<file path="src/rtl/mbx_irq_pkg.sv">
package mbx_irq_pkg;

    localparam int unsigned SRC_HALF   = 8;
    localparam int unsigned SRC_W      = 2 * SRC_HALF;
    localparam int unsigned WADDR_W    = 10;

    localparam logic [WADDR_W-1:0] BANK_BASE_W  = 10'h040;
    localparam logic [WADDR_W-1:0] STATUS_W_ADR = 10'h0C1;
    localparam logic [WADDR_W-1:0] CAP_W_ADR    = 10'h0E0;

    typedef struct packed {
        logic        rvalid;
        logic [31:0] rdata;
    } rd_state_t;

    function automatic logic [31:0] cap_word(input int unsigned n_mbox,
                                             input int unsigned n_ss,
                                             input int unsigned n_as,
                                             input int unsigned n_db,
                                             input int unsigned n_line);
        logic [31:0] w;
        w        = '0;
        w[3:0]   = n_mbox[3:0];
        w[7:4]   = n_ss[3:0];
        w[11:8]  = n_as[3:0];
        w[15:12] = n_db[3:0];
        w[19:16] = n_line[3:0];
        return w;
    endfunction

    function automatic logic [31:0] status_mask(input int unsigned n_mbox);
        logic [31:0] m;
        m = '0;
        for (int i = 0; i < SRC_HALF; i++) begin
            if (i < n_mbox) begin
                m[i]            = 1'b1;
                m[SRC_HALF + i] = 1'b1;
            end
        end
        return m;
    endfunction

endpackage

</file>
<file path="src/rtl/mbx_irq_status_pack.sv">
module mbx_irq_status_pack #(
    parameter int unsigned NUM_MBOX = 6
) (
    input  logic [NUM_MBOX-1:0]           full,
    input  logic [NUM_MBOX-1:0]           empty,
    output logic [mbx_irq_pkg::SRC_W-1:0] status
);
    import mbx_irq_pkg::*;

    for (genvar i = 0; i < SRC_HALF; i++) begin : g_slot
        if (i < NUM_MBOX) begin : g_live
            assign status[i]            = empty[i];
            assign status[SRC_HALF + i] = full[i];
        end else begin : g_absent
            assign status[i]            = 1'b0;
            assign status[SRC_HALF + i] = 1'b0;
        end
    end

endmodule

</file>
<file path="src/rtl/mbx_irq_enable_bank.sv">
module mbx_irq_enable_bank #(
    parameter int unsigned NUM_LINES = 4
) (
    input  logic                                  clk,
    input  logic                                  rst_n,
    input  logic                                  wr_en,
    input  logic [mbx_irq_pkg::WADDR_W-1:0]       wr_idx,
    input  logic [mbx_irq_pkg::SRC_W-1:0]         wr_data,
    output logic [NUM_LINES*mbx_irq_pkg::SRC_W-1:0] bank_flat
);
    import mbx_irq_pkg::*;

    logic [NUM_LINES-1:0][SRC_W-1:0] bank_d, bank_q;

    always_comb begin
        bank_d = bank_q;
        for (int k = 0; k < NUM_LINES; k++) begin
            if (wr_en && (wr_idx == WADDR_W'(k))) begin
                bank_d[k] = wr_data;
            end
        end
    end

    always_ff @(posedge clk or negedge rst_n) begin
        if (!rst_n) begin
            bank_q <= '0;
        end else begin
            bank_q <= bank_d;
        end
    end

    assign bank_flat = bank_q;

endmodule

</file>
<file path="src/rtl/mbx_irq_line_combine.sv">
module mbx_irq_line_combine #(
    parameter int unsigned NUM_LINES = 4
) (
    input  logic [mbx_irq_pkg::SRC_W-1:0]           status,
    input  logic [NUM_LINES*mbx_irq_pkg::SRC_W-1:0] bank_flat,
    output logic [NUM_LINES-1:0]                    irq_line
);
    import mbx_irq_pkg::*;

    for (genvar k = 0; k < NUM_LINES; k++) begin : g_line
        assign irq_line[k] = |(status & bank_flat[k*SRC_W +: SRC_W]);
    end

endmodule

</file>
<file path="src/rtl/mbx_irq_agg.sv">
module mbx_irq_agg #(
    parameter int unsigned NUM_MBOX  = 6,
    parameter int unsigned NUM_LINES = 4,
    parameter int unsigned NUM_SS    = 3,
    parameter int unsigned NUM_AS    = 2,
    parameter int unsigned NUM_DB    = 5
) (
    input  logic                 clk,
    input  logic                 rst_n,
    input  logic [NUM_MBOX-1:0]  mb_full,
    input  logic [NUM_MBOX-1:0]  mb_empty,
    input  logic                 reg_valid,
    input  logic                 reg_write,
    input  logic [9:0]           reg_waddr,
    input  logic [15:0]          reg_wdata,
    output logic                 rd_valid,
    output logic [31:0]          rd_data,
    output logic [NUM_LINES-1:0] irq_line
);
    import mbx_irq_pkg::*;

    localparam logic [31:0] CAP_VALUE =
        cap_word(NUM_MBOX, NUM_SS, NUM_AS, NUM_DB, NUM_LINES);

    logic [SRC_W-1:0]           status_raw;
    logic [NUM_LINES*SRC_W-1:0] bank_flat;
    logic [WADDR_W-1:0]         bank_off;
    logic                       bank_hit;
    logic                       bank_wr;
    logic [31:0]                rd_word;
    rd_state_t                  st_d, st_q;

    mbx_irq_status_pack #(.NUM_MBOX(NUM_MBOX)) pack_i (
        .full   (mb_full),
        .empty  (mb_empty),
        .status (status_raw)
    );

    assign bank_off = reg_waddr - BANK_BASE_W;
    assign bank_hit = (reg_waddr >= BANK_BASE_W) && (bank_off < WADDR_W'(NUM_LINES));
    assign bank_wr  = reg_valid && reg_write && bank_hit;

    mbx_irq_enable_bank #(.NUM_LINES(NUM_LINES)) bank_i (
        .clk       (clk),
        .rst_n     (rst_n),
        .wr_en     (bank_wr),
        .wr_idx    (bank_off),
        .wr_data   (reg_wdata),
        .bank_flat (bank_flat)
    );

    mbx_irq_line_combine #(.NUM_LINES(NUM_LINES)) comb_i (
        .status    (status_raw),
        .bank_flat (bank_flat),
        .irq_line  (irq_line)
    );

    always_comb begin
        rd_word = '0;
        if (bank_hit) begin
            for (int k = 0; k < NUM_LINES; k++) begin
                if (bank_off == WADDR_W'(k)) begin
                    rd_word = {16'b0, bank_flat[k*SRC_W +: SRC_W]};
                end
            end
        end else if (reg_waddr == STATUS_W_ADR) begin
            rd_word = {16'b0, status_raw};
        end else if (reg_waddr == CAP_W_ADR) begin
            rd_word = CAP_VALUE;
        end
    end

    always_comb begin
        st_d        = st_q;
        st_d.rvalid = reg_valid && !reg_write;
        st_d.rdata  = (reg_valid && !reg_write) ? rd_word : '0;
    end

    always_ff @(posedge clk or negedge rst_n) begin
        if (!rst_n) begin
            st_q <= '0;
        end else begin
            st_q <= st_d;
        end
    end

    assign rd_valid = st_q.rvalid;
    assign rd_data  = st_q.rdata;

endmodule

</file>
<file path="config.mk">
export PLATFORM = sky130hd
export DESIGN_NAME = mbx_irq_agg
export DESIGN_NICKNAME = d
export VERILOG_FILES = /design/src/rtl/mbx_irq_pkg.sv /design/src/rtl/mbx_irq_status_pack.sv /design/src/rtl/mbx_irq_enable_bank.sv /design/src/rtl/mbx_irq_line_combine.sv /design/src/rtl/mbx_irq_agg.sv
export SDC_FILE = /design/constraint.sdc
export NUM_CORES = 1
export LEC_CHECK = 0
export BUFFER_PORTS_ARGS = -buffer_cell sky130_fd_sc_hd__buf_2
export CAP_MARGIN = 15
export CORE_ASPECT_RATIO = 0.7
export CORE_MARGIN = 4
export CORE_UTILIZATION = 30
export DETAILED_ROUTE_END_ITERATION = 16
export GPL_TIMING_DRIVEN = 1
export SYNTH_ARGS = -nofsm -noshare
export SYNTH_HDL_FRONTEND = slang
export SYNTH_SLANG_ARGS = --single-unit
</file>
<file path="constraint.sdc">
create_clock -name clk -period 1.45 [get_ports clk]
set_clock_uncertainty 0.1 [all_clocks]
set_input_delay 0.2175 -clock clk [delete_from_list [all_inputs] [get_ports clk]]
set_output_delay 0.2175 -clock clk [all_outputs]
set_load 0.05 [all_outputs]
</file>
# Yosys cells after proc, flatten, opt, wreduce, memory -nomap -nowiden
# Index checks and enable logic that the tools add are counted.
[totals] regBits=97 in_bits=42 output_inout_bits=37 word_cells=40
[classes] addsub=1 order_cmp=2 n_eq_ne=5 mux=8 bitwise=4 reduce_logical=14
[op_table] operator="$mux W32" count=5
[op_table] operator="$and A14 B16 Y16" count=4
[op_table] operator="$reduce_or A16 Y1" count=4
[op_table] operator="$mux W19" count=2
[op_table] operator="$eq A10 B2 Y1 const B" count=2
[op_table] operator="$eq A10 B8 Y1 const B" count=2
[op_table] operator="$mux W16" count=1
[op_table] operator="$eq A10 B1 Y1 const B" count=1
[op_table] operator="$ge A10 B7 Y1 const B" count=1
[op_table] operator="$logic_not A10 Y1" count=1
[op_table] operator="$lt A10 B3 Y1 const B" count=1
[op_table] operator="$sub A10 B7 Y10 const B" count=1
[op_table] operator="$logic_and A1 B1 Y1" count=8
[op_table] operator="$logic_not A1 Y1" count=1

# Longest topological paths before layout
# Gate-level depths: netlist of run 1.
[logic_depth] ltp_word=8 depth_mapped=7 mapped_depth_nobuf=4

# Modules after synthesis
# From an unflattened synthesis of run 1, not the netlist that was laid out.
[hier_totals] cells_unflattened=374 hier_area_um2=4682.0
[modules_own_cells] module="mbx_irq_enable_bank" instances=1 cells_per_inst=144 area_per_inst_um2=2677.6 seq_area_each_um2=1601.5
[modules_own_cells] module="mbx_irq_agg" instances=1 cells_per_inst=177 area_per_inst_um2=1562.7 seq_area_each_um2=450.4
[modules_own_cells] module="mbx_irq_line_combine" instances=1 cells_per_inst=36 area_per_inst_um2=317.8 seq_area_each_um2=0.0
[modules_own_cells] module="mbx_irq_status_pack" instances=1 cells_per_inst=17 area_per_inst_um2=123.9 seq_area_each_um2=0.0

# Worst setup path after synthesis of run 1
# Ideal clock, no wire load.
[synth_path] path_type="input to register" from="input reg_waddr[4]" to="register bank_i.bank_q, in the netlist bank_i.bank_flat[22]" setup_ns=0.125 t_arrival_ns=1.963 t_required_ns=1.225 path_slack_ns=-0.738 cell_stages=7 path_buffers=3 cell_sequence="or4b_1 > buf_2 > a2111oi_4 > and3b_1 > buf_4 > buf_6 > mux2_2"
[synth_via] elab_chain_len=5 elab_cells_between_ends=7 cone_classes="1 x add/sub; 2 x order compare; 1 x eq/ne; 3 x reduce/logical"
[synth_lines] element="start: declaration" line_no="mbx_irq_agg.sv:14" source="input logic [9:0] reg_waddr,"
[synth_lines] element="$sub A10 B7 Y10" line_no="mbx_irq_agg.sv:39" source="assign bank_off = reg_waddr - BANK_BASE_W;"
[synth_lines] element="$lt A10 B3 Y1" line_no="mbx_irq_agg.sv:40" source="assign bank_hit = (reg_waddr >= BANK_BASE_W) && (bank_off < WADDR_W'(NUM_LINES));"
[synth_lines] element="$logic_and A1 B1 Y1" line_no="mbx_irq_agg.sv:40"
[synth_lines] element="$logic_and A1 B1 Y1" line_no="mbx_irq_agg.sv:41" source="assign bank_wr = reg_valid && reg_write && bank_hit;"
[synth_lines] element="$logic_and A1 B1 Y1 *" line_no="mbx_irq_enable_bank.sv:18" source="if (wr_en && (wr_idx == WADDR_W'(k))) begin"
[synth_lines] element="end signal: assignment" line_no="mbx_irq_enable_bank.sv:28" source="bank_q <= bank_d;"
[synth_lines] element="end: declaration" line_no="mbx_irq_enable_bank.sv:13" source="logic [NUM_LINES-1:0][SRC_W-1:0] bank_d, bank_q;"
# Every way passes the cells marked *; elsewhere a longest branch is shown, timed or not.
# A chain may end at the register's enable or synchronous reset.

# Worst setup path in the final report of run 1
[layout_path] from="register bank_i.bank_q, in the netlist bank_i.bank_flat[24]" to="output irq_line[1]"
[layout_via] elab_chain_len=2
[layout_lines] element="$and A14 B16 Y16" line_no="mbx_irq_line_combine.sv:11" source="assign irq_line[k] = |(status & bank_flat[k*SRC_W +: SRC_W]);"
[layout_lines] element="$reduce_or A16 Y1" line_no="mbx_irq_line_combine.sv:11"
[layout_lines] element="end: declaration" line_no="mbx_irq_agg.sv:18" source="output logic [NUM_LINES-1:0] irq_line"
# Every way passes these cells.

==> flow_metrics.env, run 1 <==
export IMPL_status="finished, violations left"
export IMPL_violations="negative setup slack"
export IMPL_hpwl_mm=8.122
export IMPL_track_usage_pct=16.50
export IMPL_yosys_area_share_adder_pct=0
export IMPL_setup_ws_ns=-0.4640
export IMPL_finalSetupViolations=85
export IMPL_clk_path_buf_depth=2
export IMPL_synth_area_leaders="dfrtp_1, mux2_2, mux4_2"
export IMPL_final_hold_viol_count=0
export IMPL_htreeDepth=3
export IMPL_avgSynthCellArea_sq_um=13.87
export IMPL_synth_top_family_by_area="multiplexers"
export IMPL_grt_pass1_wl_mm=19.81
export IMPL_r2r_setup_slack_ns=-0.13
export IMPL_initial_utilization_pct=31.04
export IMPL_power_density_nw_per_um2=891.0
export IMPL_reg2reg_to="rd_data[10]"
export IMPL_grt_start_max_net_pins=34
export IMPL_required_ns=1.13
export IMPL_holdCritPathClass="in2reg"
export IMPL_cp_max_fo=2
export IMPL_routed_via_count=3131
export IMPL_io_pins=79
export IMPL_final_cell_mix="dfrtp_1, buf_4, buf_2"
export IMPL_die_y_um=106.4
export IMPL_globalplace_congestion=0.8310
export IMPL_synth_seq_cells=82
export IMPL_r2r_cells=5
export IMPL_reg2reg_from="bank_i.bank_flat[10]"
export IMPL_ys_types=43
export IMPL_ys_warn_count=0
export IMPL_synthToLayoutAreaGrowth_pct=48.73
export IMPL_antenna_found_initial=1
export IMPL_min_period_ns=1.914
export IMPL_clk_latency_ns=0.34
export IMPL_slew_headroom_pct=49.13
export IMPL_die_x_um=148.5
export IMPL_yosysSeqAreaShare_pct=49.49
export IMPL_fin_area_sq_um=6167
export IMPL_hold_start="reg_wdata[6]"
export IMPL_rsz0062_at_grt="true"
export IMPL_tightest_slew_ns=0.7603
export IMPL_cellLeakagePower_nw=2.990
export IMPL_coreArea_sq_um=13360
export IMPL_grt_overflow=0
export IMPL_port_buffers=63
export IMPL_final_common_cell="dfrtp_1"
export IMPL_drive_above_1_share_pct=64.48
export IMPL_synth_cell_area_sq_um=4146
export IMPL_synth_compound_area_share_pct=11.95
export IMPL_synth_xor_area_share_pct=0.2112
export IMPL_dieArea_sq_um=15800
export IMPL_startpoint_type="flip-flop"
export IMPL_syn_instance_count=299
export IMPL_yosysTopAreaCell="dfrtp_1"
export IMPL_finalCoreUtilization_pct=46.17
export IMPL_first_iter_violations=194
export IMPL_synth_simple_gate_area_share_pct=7.544
export IMPL_routed_wl_mm=12.80
export IMPL_path_class="reg2out"
export IMPL_finalSetupTns_ns=-26.28
export IMPL_min_to="bank_i.bank_flat[38]"
export IMPL_synth_top_cell_area_share_pct=49.49
export IMPL_end_kind="primary output"
export IMPL_dr_pass1_iters=4
export IMPL_cp_arrival_ns=1.60
export IMPL_vias_per_cell=4.986
export IMPL_peakVddDrop_mv=0.4472
export IMPL_cts_tree="built"
export IMPL_grt_pass1_vias=3269
export IMPL_drc=0
export IMPL_antenna_left=0
export IMPL_fin_nets=479
export IMPL_clk_pin_slew_ns=0.06
export IMPL_drv_cap=0
export IMPL_fin_crit_sh_pct=132.0
export IMPL_cts_root_buf="clkbuf_16"
export IMPL_cts_sinks=82
export IMPL_fmax_mhz=522.5
export IMPL_min_path_cells=2
export IMPL_post_dp_cell_area_sq_um=5169
export IMPL_wl_per_cell_um=20.38
export IMPL_synthMuxAreaShare_pct=25.77
export IMPL_cts_made_buffers=9
export IMPL_n_fill_cell=1164
export IMPL_slew_viol_final=0
export IMPL_row_count=35
==> critical path, cell delays in order (launching register included) <==
cell and delay, ns:
dfrtp_1 0.38, a22o_1 0.23, a221oi_2 0.23, buf_4 0.18, nand3_4 0.07, buf_8 0.17
==> metrics by stage <==
step / instances / setup WS (ns) / total power (W) / hold slack (ns)
6_report: 628 / -0.4640 / 0.005495 / 0.04565
3_5_place_dp: 589 / -0.7148 / 0.002840 / 0.04554
3_3_place_gp: 589 / -0.6788 / 0.002832 / 0.04238
2_1_floorplan: 313 / -0.6943 / 0.002612 / -0.1781
4_1_cts: 626 / -0.4659 / 0.005526 / 0.04193
5_1_grt: 628 / -0.4960 / 0.005671 / 0.05898
==> state kept, by name, summed over array words and instances, names as in the netlist <==
signal	count
rd_data	17
rd_valid	1
bank_i.bank_flat	64
==> kinds of logic (layout without fill, tap and decap cells) <==
group                  after synthesis  after routing
AND/OR/NAND/NOR                     45             45
XOR/XNOR                             1              1
multiplexers                        80             80
buffers and inverters               32            161
AO/OA/AOI/OAI                       58             58
flip-flops                          82             82
other                                1             16
==> Yosys cell counts, drive strengths merged <==
master,number
a2111oi,3
a21oi,6
a221oi,12
a22o,12
a22oi,6
a31o,1
a41oi,6
and2,1
and3b,1
and4b,1
buf,25
clkbuf,5
clkinv,1
conb,1
dfrtp,82
inv,1
mux2,64
mux2i,4
mux4,12
nand2,6
nand2b,8
nand3,5
nand4,2
nand4b,1
nand4bb,1
nor2,7
nor2b,2
nor3,2
nor4,1
nor4b,1
o211a,3
o21ai,9
or2,3
or4b,3
xor2,1
==> routing by layer <==
metal | up-vias | track usage [%] | wire (um)
met3 | 19 | 4.687 | 745
met5 | - | 0 | 0
met1 | 1591 | 23.29 | 5886
met4 | 0 | 5.603 | 296
met2 | 118 | 24.31 | 5869
li1 | 1403 | - | -
==> final cells by class <==
class	count	area, sq um	share of cell area [%]
Tap cell	185	231.5	3.753
Multi-Input combinational cell	199	2369	38.41
Timing Repair Buffer	143	1162	18.85
Clock buffer	10	229.0	3.713
Clock inverter	6	113.9	1.846
Inverter	2	7.507	0.1217
Sequential cell	82	2052	33.27
Antenna cell	1	2.502	0.04058
==> power breakdown <==
group	switching (W)	internal, W
Clock	0.000944	0.00169
Combinational	0.000364	0.000190
Sequential	0.00000757	0.00230
==> how the worst max path moves through the flow <==
stage / start / endpoint / slack (ns) / cells after the start
after detailed placement: reg_waddr[4] / bank_i.bank_flat[1] / -0.71 / 6
final: bank_i.bank_flat[24] / irq_line[1] / -0.46 / 5
after global routing: bank_i.bank_flat[24] / irq_line[1] / -0.50 / 5
after CTS: bank_i.bank_flat[24] / irq_line[1] / -0.47 / 5
after floorplan: reg_waddr[4] / bank_i.bank_flat[22] / -0.69 / 7
after global placement: reg_waddr[4] / bank_i.bank_flat[1] / -0.68 / 6
==> repair_timing <==
| item | CTS | global route |
|---|---|---|
| setup buffers | 18 | 5 |
| hold buffers | 1 | 0 |
| pin swaps | 23 | 13 |
| resized for setup | 76 | 17 |
| gates cloned | 4 | 0 |
| setup endpoints to repair | 85 | 85 |
| hold endpoints to repair | 20 | 0 |
(Power assumes the default switching activity.)
==> inputs of run 2 (changes only) <==
Settings changed: TNS_END_PERCENT from default to 30.
==> flow_metrics.env, run 2 (synthesized netlist as in run 1, its figures left out) <==
export IMPL_grt_pass1_wl_mm=18.86
export IMPL_cp_max_fo=2
export IMPL_antenna_found_initial=0
export IMPL_port_buffers=63
export IMPL_holdCritPathClass="in2reg"
export IMPL_clk_latency_ns=0.33
export IMPL_antenna_left=0
export IMPL_drc=0
export IMPL_initial_utilization_pct=31.04
export IMPL_synthToLayoutAreaGrowth_pct=41.22
export IMPL_dieArea_sq_um=15800
export IMPL_cts_made_buffers=9
export IMPL_final_cell_mix="dfrtp_1, buf_4, buf_2"
export IMPL_required_ns=1.13
export IMPL_r2r_setup_slack_ns=-0.09
export IMPL_startpoint_type="flip-flop"
export IMPL_cellLeakagePower_nw=2.878
export IMPL_routed_via_count=3043
export IMPL_drive_above_1_share_pct=59.31
export IMPL_routed_wl_mm=11.82
export IMPL_first_iter_violations=181
export IMPL_die_x_um=148.5
export IMPL_coreArea_sq_um=13360
export IMPL_largest_register_ff_count=64
export IMPL_violations="negative setup slack"
export IMPL_hpwl_mm=8.314
export IMPL_final_hold_viol_count=0
export IMPL_min_period_ns=1.828
export IMPL_drv_cap=0
export IMPL_fin_crit_sh_pct=126.1
export IMPL_slew_viol_final=0
export IMPL_fmax_mhz=547.1
export IMPL_wl_per_cell_um=19.07
export IMPL_cp_arrival_ns=1.51
export IMPL_final_common_cell="dfrtp_1"
export IMPL_end_kind="primary output"
export IMPL_n_fill_cell=1220
export IMPL_fin_cells=620
export IMPL_power_density_nw_per_um2=917.0
export IMPL_vias_per_cell=4.908
export IMPL_track_usage_pct=15.56
export IMPL_die_y_um=106.4
export IMPL_grt_overflow=0
export IMPL_grt_start_max_net_pins=37
export IMPL_cts_sinks=82
export IMPL_fin_nets=472
export IMPL_globalplace_congestion=0.8210
export IMPL_setup_ws_ns=-0.3779
export IMPL_finalSetupTns_ns=-23.51
export IMPL_dp_cells=591
export IMPL_status="finished, violations left"
export IMPL_cts_root_buf="clkbuf_16"
export IMPL_cts_tree="built"
export IMPL_row_count=35
export IMPL_finalSetupViolations=85
export IMPL_grt_pass1_vias=3223
export IMPL_path_class="reg2out"
export IMPL_rsz0062_at_grt="true"
export IMPL_clk_pin_slew_ns=0.06
export IMPL_diodes=0
export IMPL_clk_path_buf_depth=2
export IMPL_peakVddDrop_mv=0.5353
export IMPL_htreeDepth=3
export IMPL_dr_pass1_iters=4
export IMPL_io_pins=79
## run 2: cell types whose count changed in the layout (fill, tap and decap cells not counted), sizes merged
| cell | delta |
|---|---|
| diode | -1 |
| inv | -1 |
| bufinv | -1 |
| buf | -7 |
| clkbuf | +2 |
## run 2: where the power goes
group / switching, W / internal, W
clock: 0.000895 / 0.00165
combinational: 0.000344 / 0.000179
sequential: 0.00000722 / 0.00230
## run 2: worst max-delay path: stages, from the launching register on
cell and delay, ns:
dfrtp_1 0.39, a22o_1 0.23, a221oi_2 0.22, nand3_1 0.15
buf_6 0.18
## run 2: worst paths after layout
| path | start | end | cells after the start |
|---|---|---|---|
| max in group asynchronous | rst_n | bank_i.bank_flat[45] | 3 |
| worst min register to register | bank_i.bank_flat[47] | bank_i.bank_flat[47] | 1 |
| worst min-delay path | reg_wdata[7] | bank_i.bank_flat[23] | 2 |
| worst max register to register | bank_i.bank_flat[58] | rd_data[10] | 4 |
| min in group asynchronous | rst_n | bank_i.bank_flat[52] | 2 |
| worst max-delay path | bank_i.bank_flat[24] | irq_line[1] | 4 |
## run 2: metal layers
layer | routed length, um | vias up | share of wire [%] | GRT usage, %
li1 | - | 1386 | - | -
met4 | 93 | 0 | 0.79 | 4.087
met3 | 912 | 8 | 7.7 | 3.920
met5 | 0 | - | 0 | 0
met1 | 5358 | 1542 | 45 | 22.21
met2 | 5459 | 107 | 46 | 23.57
## run 2: per-stage QoR
stage               utilization [%]  worst slack [ns]  power [W]  hold WS (ns)  area, sq um
finish                        43.84           -0.3779   0.005370       0.06995         5856
detailed placement            38.33           -0.7063   0.002831      -0.01308         5120
global placement              38.33           -0.6765   0.002821      -0.01761         5120
floorplan                         -           -0.7009   0.002609       -0.1781         4257
global route                  43.84           -0.4765   0.005555       0.07087         5856
CTS                           43.18           -0.3776   0.005417       0.05929         5767
## run 2: layout make-up
class	instances	area (sq um)	area share, %
Inverter	2	7.507	0.1282
Clock inverter	4	72.57	1.239
Timing Repair Buffer	136	1031	17.61
Clock buffer	12	266.5	4.551
Sequential cell	82	2052	35.04
Multi-Input combinational cell	199	2195	37.48
Tap cell	185	231.5	3.953
## run 2: timing repair
action / 4_1_cts / 5_1_grt
pin swaps: 14 / 6
setup buffers: 8 / 2
hold buffers: 1 / 0
cloned: 1 / 1
hold endpoints to repair: 82 / 0
resized for setup: 44 / 14
setup endpoints to repair: 84 / 85
